$ cat src/rtl/pdr_pkg.sv
package pdr_pkg;

    typedef enum logic [1:0] {
        DIR_N = 2'd0,
        DIR_E = 2'd1,
        DIR_S = 2'd2,
        DIR_W = 2'd3
    } dir_t;

    localparam int SIDE_FIRST = 0;
    localparam int SIDE_NS    = 1;
    localparam int SIDE_EW    = 2;

endpackage

$ cat src/rtl/pdr_dor_calc.sv
module pdr_dor_calc
    import pdr_pkg::*;
#(
    parameter int X_W    = 3,
    parameter int Y_W    = 3,
    parameter int NODE_X = 3,
    parameter int NODE_Y = 4
) (
    input  logic [X_W-1:0] dst_x,
    input  logic [Y_W-1:0] dst_y,
    output dir_t           want
);
    localparam logic [X_W-1:0] HERE_X = X_W'(NODE_X);
    localparam logic [Y_W-1:0] HERE_Y = Y_W'(NODE_Y);

    // X dimension resolved before Y; an arrived flit defaults to North
    always_comb begin
        if (dst_x > HERE_X)      want = DIR_E;
        else if (dst_x < HERE_X) want = DIR_W;
        else if (dst_y > HERE_Y) want = DIR_S;
        else                     want = DIR_N;
    end
endmodule

$ cat src/rtl/pdr_lfsr.sv
module pdr_lfsr #(
    parameter int              W    = 16,
    parameter logic [W-1:0]    TAPS = 16'hB400,
    parameter logic [W-1:0]    SEED = 16'hACE1,
    parameter int              NRND = 4
) (
    input  logic            clk,
    input  logic            rst_n,
    output logic [NRND-1:0] rnd
);
    typedef struct packed {
        logic [W-1:0] st;
    } lfsr_s;

    lfsr_s r_d, r_q;

    always_comb begin
        r_d    = r_q;
        r_d.st = {r_q.st[W-2:0], ^(r_q.st & TAPS)};
    end

    always_ff @(posedge clk or negedge rst_n) begin
        if (!rst_n) r_q.st <= SEED;
        else        r_q    <= r_d;
    end

    assign rnd = r_q.st[NRND-1:0];


    lfsr_live_chk: assert property (@(posedge clk) disable iff (!rst_n)
        r_q.st != '0);


    lfsr_step_chk: assert property (@(posedge clk) disable iff (!rst_n)
        rst_n |=> !$stable(r_q.st));
endmodule

$ cat src/rtl/pdr_swap_cell.sv
module pdr_swap_cell
    import pdr_pkg::*;
#(
    parameter int FLIT_W    = 19,
    parameter int VALID_BIT = 18,
    parameter int GOLD_BIT  = 17,
    parameter int SEQ_LSB   = 14,
    parameter int SEQ_W     = 3,
    parameter int SIDE      = SIDE_FIRST
) (
    input  logic [FLIT_W-1:0] up_flit,
    input  logic [FLIT_W-1:0] lo_flit,
    input  dir_t              up_dir,
    input  dir_t              lo_dir,
    input  logic              rnd,
    output logic [FLIT_W-1:0] o0_flit,
    output logic [FLIT_W-1:0] o1_flit,
    output dir_t              o0_dir,
    output dir_t              o1_dir
);
    logic             up_v, lo_v, up_g, lo_g;
    logic [SEQ_W-1:0] up_s, lo_s;
    logic             up_hi, lo_hi;
    logic             lo_wins, swap;

    assign up_v = up_flit[VALID_BIT];
    assign lo_v = lo_flit[VALID_BIT];
    assign up_g = up_flit[GOLD_BIT];
    assign lo_g = lo_flit[GOLD_BIT];
    assign up_s = up_flit[SEQ_LSB +: SEQ_W];
    assign lo_s = lo_flit[SEQ_LSB +: SEQ_W];

    // which output each flit prefers depends on where the cell sits
    generate
        if (SIDE == SIDE_FIRST) begin : g_first
            assign up_hi = (up_dir == DIR_E) || (up_dir == DIR_W);
            assign lo_hi = (lo_dir == DIR_E) || (lo_dir == DIR_W);
        end else if (SIDE == SIDE_NS) begin : g_ns
            assign up_hi = (up_dir == DIR_S);
            assign lo_hi = (lo_dir == DIR_S);
        end else begin : g_ew
            assign up_hi = (up_dir == DIR_W);
            assign lo_hi = (lo_dir == DIR_W);
        end
    endgenerate

    always_comb begin
        if (up_v && lo_v) begin
            if (up_g != lo_g)  lo_wins = lo_g;
            else if (up_g)     lo_wins = (lo_s < up_s);
            else               lo_wins = rnd;
        end else begin
            lo_wins = lo_v && !up_v;
        end
        swap = lo_wins ? !lo_hi : up_hi;
    end

    assign o0_flit = swap ? lo_flit : up_flit;
    assign o1_flit = swap ? up_flit : lo_flit;
    assign o0_dir  = swap ? lo_dir  : up_dir;
    assign o1_dir  = swap ? up_dir  : lo_dir;
endmodule

$ cat src/rtl/pdr_stage.sv
module pdr_stage
    import pdr_pkg::*;
#(
    parameter int            X_W       = 3,
    parameter int            Y_W       = 3,
    parameter int            SEQ_W     = 3,
    parameter int            DATA_W    = 8,
    parameter int            NODE_X    = 3,
    parameter int            NODE_Y    = 4,
    parameter int            LFSR_W    = 16,
    parameter logic [15:0]   LFSR_TAPS = 16'hB400,
    parameter logic [15:0]   LFSR_SEED = 16'hACE1,
    localparam int           DX_LSB    = DATA_W,
    localparam int           DY_LSB    = DX_LSB + X_W,
    localparam int           SEQ_LSB   = DY_LSB + Y_W,
    localparam int           GOLD_BIT  = SEQ_LSB + SEQ_W,
    localparam int           VALID_BIT = GOLD_BIT + 1,
    localparam int           FLIT_W    = VALID_BIT + 1
) (
    input  logic              clk,
    input  logic              rst_n,
    input  logic [FLIT_W-1:0] in_n,
    input  logic [FLIT_W-1:0] in_e,
    input  logic [FLIT_W-1:0] in_s,
    input  logic [FLIT_W-1:0] in_w,
    output logic [FLIT_W-1:0] out_n,
    output logic [FLIT_W-1:0] out_e,
    output logic [FLIT_W-1:0] out_s,
    output logic [FLIT_W-1:0] out_w
);
    localparam int NPORT = 4;
    localparam int NCELL = 4;

    logic [FLIT_W-1:0] fin  [NPORT];
    dir_t              din  [NPORT];
    logic [FLIT_W-1:0] mid  [2][2];
    dir_t              mdir [2][2];
    logic [FLIT_W-1:0] fout [NPORT];
    dir_t              odir [NPORT];
    logic [NPORT-1:0]  vin, gin, vout, gout;
    logic [NCELL-1:0]  rnd;

    assign fin[0] = in_n;
    assign fin[1] = in_e;
    assign fin[2] = in_s;
    assign fin[3] = in_w;

    pdr_lfsr #(
        .W    (LFSR_W),
        .TAPS (LFSR_W'(LFSR_TAPS)),
        .SEED (LFSR_W'(LFSR_SEED)),
        .NRND (NCELL)
    ) u_lfsr (
        .clk   (clk),
        .rst_n (rst_n),
        .rnd   (rnd)
    );

    generate
        for (genvar p = 0; p < NPORT; p++) begin : g_port
            pdr_dor_calc #(
                .X_W    (X_W),
                .Y_W    (Y_W),
                .NODE_X (NODE_X),
                .NODE_Y (NODE_Y)
            ) u_dor (
                .dst_x (fin[p][DX_LSB +: X_W]),
                .dst_y (fin[p][DY_LSB +: Y_W]),
                .want  (din[p])
            );
            assign vin[p]  = fin[p][VALID_BIT];
            assign gin[p]  = fin[p][GOLD_BIT];
            assign vout[p] = fout[p][VALID_BIT];
            assign gout[p] = fout[p][GOLD_BIT];
        end

        // first rank: cell A (N,E) and cell B (S,W)
        for (genvar i = 0; i < 2; i++) begin : g_rank1
            pdr_swap_cell #(
                .FLIT_W    (FLIT_W),
                .VALID_BIT (VALID_BIT),
                .GOLD_BIT  (GOLD_BIT),
                .SEQ_LSB   (SEQ_LSB),
                .SEQ_W     (SEQ_W),
                .SIDE      (SIDE_FIRST)
            ) u_cell (
                .up_flit (fin[2*i]),
                .lo_flit (fin[2*i+1]),
                .up_dir  (din[2*i]),
                .lo_dir  (din[2*i+1]),
                .rnd     (rnd[i]),
                .o0_flit (mid[i][0]),
                .o1_flit (mid[i][1]),
                .o0_dir  (mdir[i][0]),
                .o1_dir  (mdir[i][1])
            );
        end

        // second rank: cell C drives N/S, cell D drives E/W
        for (genvar j = 0; j < 2; j++) begin : g_rank2
            pdr_swap_cell #(
                .FLIT_W    (FLIT_W),
                .VALID_BIT (VALID_BIT),
                .GOLD_BIT  (GOLD_BIT),
                .SEQ_LSB   (SEQ_LSB),
                .SEQ_W     (SEQ_W),
                .SIDE      ((j == 0) ? SIDE_NS : SIDE_EW)
            ) u_cell (
                .up_flit (mid[0][j]),
                .lo_flit (mid[1][j]),
                .up_dir  (mdir[0][j]),
                .lo_dir  (mdir[1][j]),
                .rnd     (rnd[2+j]),
                .o0_flit (fout[j]),
                .o1_flit (fout[j+2]),
                .o0_dir  (odir[j]),
                .o1_dir  (odir[j+2])
            );
        end
    endgenerate

    assign out_n = fout[0];
    assign out_e = fout[1];
    assign out_s = fout[2];
    assign out_w = fout[3];


    flit_count_chk: assert property (@(posedge clk) disable iff (!rst_n)
        $countones(vin) == $countones(vout));

    generate
        for (genvar p = 0; p < NPORT; p++) begin : g_chk

            lone_path_chk: assert property (@(posedge clk) disable iff (!rst_n)
                ($countones(vin) == 1 && vin[p]) |->
                    (vout[din[p]] && fout[din[p]] == fin[p]));


            exit_dir_chk: assert property (@(posedge clk) disable iff (!rst_n)
                ($countones(vin) == 1 && vout[p]) |-> (odir[p] == dir_t'(p)));


            golden_home_chk: assert property (@(posedge clk) disable iff (!rst_n)
                ($countones(vin & gin) == 1 && vin[p] && gin[p]) |->
                    (vout[din[p]] && gout[din[p]]));
        end
    endgenerate
endmodule

$ cat config.mk
export PLATFORM = sky130hd
export DESIGN_NAME = pdr_stage
export DESIGN_NICKNAME = d
export VERILOG_FILES = /design/src/rtl/pdr_pkg.sv /design/src/rtl/pdr_dor_calc.sv /design/src/rtl/pdr_lfsr.sv /design/src/rtl/pdr_swap_cell.sv /design/src/rtl/pdr_stage.sv
export SDC_FILE = /design/constraint.sdc
export NUM_CORES = 1
export LEC_CHECK = 0
export CAP_MARGIN = 40
export CORE_MARGIN = 2
export CORE_UTILIZATION = 33
export CTS_BUF_LIST = sky130_fd_sc_hd__clkbuf_2
export CTS_CLUSTER_DIAMETER = 100
export DETAILED_ROUTE_END_ITERATION = 6
export PLACE_DENSITY = 0.72
export SYNTH_ARGS = -nofsm -noshare
export SYNTH_HDL_FRONTEND = slang
export SYNTH_HIERARCHICAL = 1
export SYNTH_SLANG_ARGS = --single-unit
$ cat constraint.sdc
create_clock -name clk -period 6 [get_ports clk]
set_input_delay 1.2 -clock clk [delete_from_list [all_inputs] [get_ports clk]]
set_output_delay 1.2 -clock clk [all_outputs]
set_load 0.05 [all_outputs]
# ---- Yosys cells after proc, flatten, opt, wreduce, memory -nomap -nowiden
# Cells that the tools add are included.
# W data, S select, Z words.
dict set report word_totals {
  in_bits 78
  out_inout_bits 76
  elab_cells 94
  reg_bits 16
}
dict set report classes {
  mux 40
  n_eq_ne 16
  order_cmp 16
  n_reduce_logical 21
}
# cell count
set ops {}
lappend ops {{$mux W19} 8}
lappend ops {{$mux W2} 16}
lappend ops {{$eq A2 B2 Y1 const B} 8}
lappend ops {{$mux W1} 16}
lappend ops {{$reduce_xor A16 Y1} 1}
lappend ops {{$gt A3 B2 Y1 const B} 4}
lappend ops {{$gt A3 B3 Y1 const B} 4}
lappend ops {{$lt A3 B2 Y1 const B} 4}
lappend ops {{$lt A3 B3 Y1} 4}
lappend ops {{$eq A2 B1 Y1 const B} 4}
lappend ops {{$logic_and A1 B1 Y1} 8}
lappend ops {{$logic_not A1 Y1} 8}
lappend ops {{$logic_or A1 B1 Y1} 4}
lappend ops {{$ne A1 B1 Y1} 4}

# ---- Depth between registers and ports, before layout
dict set report depth {
  depth_word 15
  ltp_mapped 16
  ltp_nobuf 14
}

# ---- Cells and area by module
# The synthesis kept the hierarchy.
# mod area_per_inst_um2 n_inst cells_per_inst
set by_module_without_submodules {}
lappend by_module_without_submodules {{pdr_swap_cell (g_rank1[0].u_cell ...)} 718.2 2 62}
lappend by_module_without_submodules {{pdr_swap_cell (g_rank2[0].u_cell)} 641.9 1 69}
lappend by_module_without_submodules {{pdr_swap_cell (g_rank2[1].u_cell)} 640.6 1 65}
lappend by_module_without_submodules {pdr_lfsr 466.7 1 23}
lappend by_module_without_submodules {pdr_dor_calc 18.8 4 3}

# ---- Worst setup path after synthesis
# No wires, ideal clock.
dict set report synth_timing {
  path_kind {input-to-output}
  startpoint {input in_s[16]}
  endpoint {output out_e[11]}
  slack_ps 52
  arrival_time_ps 4748
  path_buffers 2
  stages 15
  path_cell_list {inv_1 > ha_1 > and2_1 > a221oi_2 > o21ai_4 > mux2i_4 > buf_12 > mux2_4 > ha_1 > and2_1 > a221oi_2 > o21ai_2 > mux2i_4 > buf_6 > mux2_1}
}
# item line_no
set synth_rtl {}
lappend synth_rtl {{from (decl)} pdr_stage.sv:24} ;# input logic [FLIT_W-1:0] in_s,
lappend synth_rtl {{to (decl)} pdr_stage.sv:27} ;# output logic [FLIT_W-1:0] out_e,

==> impl_metrics.env <==
export IMPL_outcome="finished, final reports clean"
export IMPL_cts_max_path_buffers=2
export IMPL_crit_path_start_kind="primary input"
export IMPL_numCtsBuffers=3
export IMPL_io_buffers=153
export IMPL_drive_gt1_frac=0.664
export IMPL_finalClockSkew_ps=7.40
export IMPL_core_mm2=0.00928
export IMPL_hold_violations=0
export IMPL_grt_pass1_vias=3187
export IMPL_htreeDepth=1
export IMPL_grt_max_degree=17
export IMPL_peakVddDrop_mv=0.119
export IMPL_ctsRootBufferMaster="clkbuf_2"
export IMPL_place_area_mm2=0.00504
export IMPL_fin_setup_tns_ps=0
export IMPL_clock_sinks=16
export IMPL_path_cells="clkdlybuf4s15_1 -> inv_1 -> ha_1 -> and2_4 -> a221oi_4 -> o21ai_4 -> mux2i_4 -> mux2_4 -> inv_4 -> ha_4 -> and2_4 -> a221oi_2 -> o21ai_2 -> mux2i_4 -> buf_6 -> buf_12 -> mux2_1 -> buf_4"
export IMPL_drt_iter0_drc=75
export IMPL_die_area_mm2=0.0104
export IMPL_place_congestion=0.831
export IMPL_share_comb_of_total_power=0.886
export IMPL_p_switching_uw=662
export IMPL_area_growth_pct=81.7
export IMPL_start_util=0.340
export IMPL_syn_inst=279
export IMPL_syn_nets=365
export IMPL_ant_nets=0
export IMPL_fp_row_count=35
export IMPL_worstHoldPathCells=0
export IMPL_critPathSlowestCell="mux2_4"
export IMPL_via_per_inst=5.06
export IMPL_slew_viol_final=0
export IMPL_largest_register="u_lfsr/r_q"
export IMPL_dpl_cell_count=580
export IMPL_layout_min_cycle_time_ps=5900
export IMPL_max_slew_margin=0.560
export IMPL_pwr_density_cell_mw_per_mm2=239
export IMPL_slowest_delay_ps=350
export IMPL_r2r_start="u_lfsr/r_q[15]$_DFF_PN1_"
export IMPL_grt_overflow=0
export IMPL_num_vias=3044
export IMPL_path_class="primary input to output pin"
export IMPL_dr_pass1_iters=4
export IMPL_min_path_type="flip-flop to flip-flop"
export IMPL_critical_path_top_delay_family="multiplexers"
export IMPL_total_power_mw=1.37
export IMPL_stdcell_area_mm2=0.00574
export IMPL_hold_ws_ps=365
export IMPL_cts_tree="yes"
export IMPL_avgSynthCellArea_um2=11.3
export IMPL_r2r_setup_slack_ps=5060
export IMPL_power_frac_clock=0.035
export IMPL_min_delay_start="u_lfsr/r_q[6]$_DFF_PN1_"
export IMPL_cp_data_required_time_ps=4800
export IMPL_antenna_found_initial=0
export IMPL_routed_wl_mm=11.3
export IMPL_nNetsFinal=560
export IMPL_fin_cells=602
export IMPL_drv_cap=0
export IMPL_pre_cts_ws_ps=-403
export IMPL_wl_per_cell_um=18.8
export IMPL_pwr_share_seq=0.079
export IMPL_die_y_um=102
export IMPL_r2r_cells=2
export IMPL_dp_hpwl_mm=7.96
export IMPL_diodes=0
export IMPL_holdBufCountCts=0
export IMPL_largest_register_ffs=16
export IMPL_worst_slew_pin_slew_ps=657
export IMPL_min_to="u_lfsr/r_q[7]$_DFF_PN1_"
export IMPL_arrival_ps=4700
export IMPL_p_int_uw=708
export IMPL_top_regs="u_lfsr/r_q: 16 flops"
export IMPL_final_core_util=0.618
export IMPL_fillers=744
export IMPL_netSwitchingFraction=0.483
export IMPL_yosysWarnings=6
export IMPL_drc_errors=0
export IMPL_track_usage=0.196
export IMPL_grt_pass1_wl_mm=16.1
export IMPL_final_setup_viol_count=0
export IMPL_crit_path_end_kind="output pin"
export IMPL_syn_area_mm2=0.00316
export IMPL_cp_num_buf_inv=6
export IMPL_clk_pin_slew_ps=130
export IMPL_clk_latency_ps=280
export IMPL_die_x_um=102
export IMPL_ios=154
export IMPL_leakage_nw=2.65
export IMPL_fin_crit_sh=0.984
export IMPL_worst_slack_ps=97.1
export IMPL_crit_fanout=10
export IMPL_reg2reg_to="u_lfsr/r_q[0]$_DFF_PN1_"
export IMPL_max_clock_freq_mhz=169
[layout by cell type (no fill, tap or decap), drive strengths merged]
cell,instances
mux2,150
buf,126
clkdlybuf4s50,65
inv,18
clkbuf,12
o21ai,11
nand2,9
a21oi,9
dfstp,8
dfrtp,8
ha,8
nor2,7
nand2b,7
nand3b,5
mux2i,5
a31oi,4
dlymetal6s2s,4
and2,3
a221oi,3
clkdlybuf4s15,2
xnor2,2
o21bai,1
o211ai,1
o2111a,1
a311o,1
o22a,1
dlygate4sd2,1
xor2,1
[metal layers]
| layer | GRT usage | part of all wire | vias up |
|---|---|---|---|
| li1 | - | - | 1421 |
| met1 | 0.244 | 0.41 | 1499 |
| met2 | 0.351 | 0.52 | 106 |
| met3 | 0.0328 | 0.050 | 18 |
| met4 | 0.0472 | 0.023 | 0 |
| met5 | 0 | 0 | - |
[how the worst max path moves through the flow]
stage,endpoint,cells past startpoint,startpoint
after floorplan,out_e[11],15,in_s[16]
after global placement,out_w[18],16,in_s[16]
after detailed placement,out_e[1],16,in_s[16]
after CTS,out_e[9],18,in_e[16]
after global routing,out_w[2],18,in_n[15]
final,out_w[2],18,in_n[15]
[area by class of cell]
| type | instances | area, um2 | share of cell area |
|---|---|---|---|
| well taps | 129 | 161 | 0.0281 |
| flip-flops and latches | 16 | 410 | 0.0715 |
| clock buffers | 4 | 20.0 | 0.00349 |
| repair buffers | 206 | 2370 | 0.413 |
| multi-input cells | 229 | 2710 | 0.471 |
| inverters | 18 | 70.1 | 0.0122 |
[repair_timing]
item                                    CTS  global route
pin swaps                                 8            13
hold endpoints to repair                  0             0
endpoints found under the setup margin   75            74
buffers inserted                         10             2
cloned                                    4             3
resized for setup                        65            71
[power by group through the flow]
stage               Clock [mW]  Combinational (mW)  Sequential, mW
floorplan                    0               0.667           0.110
global placement             0                1.02           0.110
detailed placement           0                1.03           0.110
CTS                     0.0509                1.15           0.108
global route            0.0578                1.25           0.108
finish                  0.0485                1.21           0.108
(Power assumes the default switching activity.)
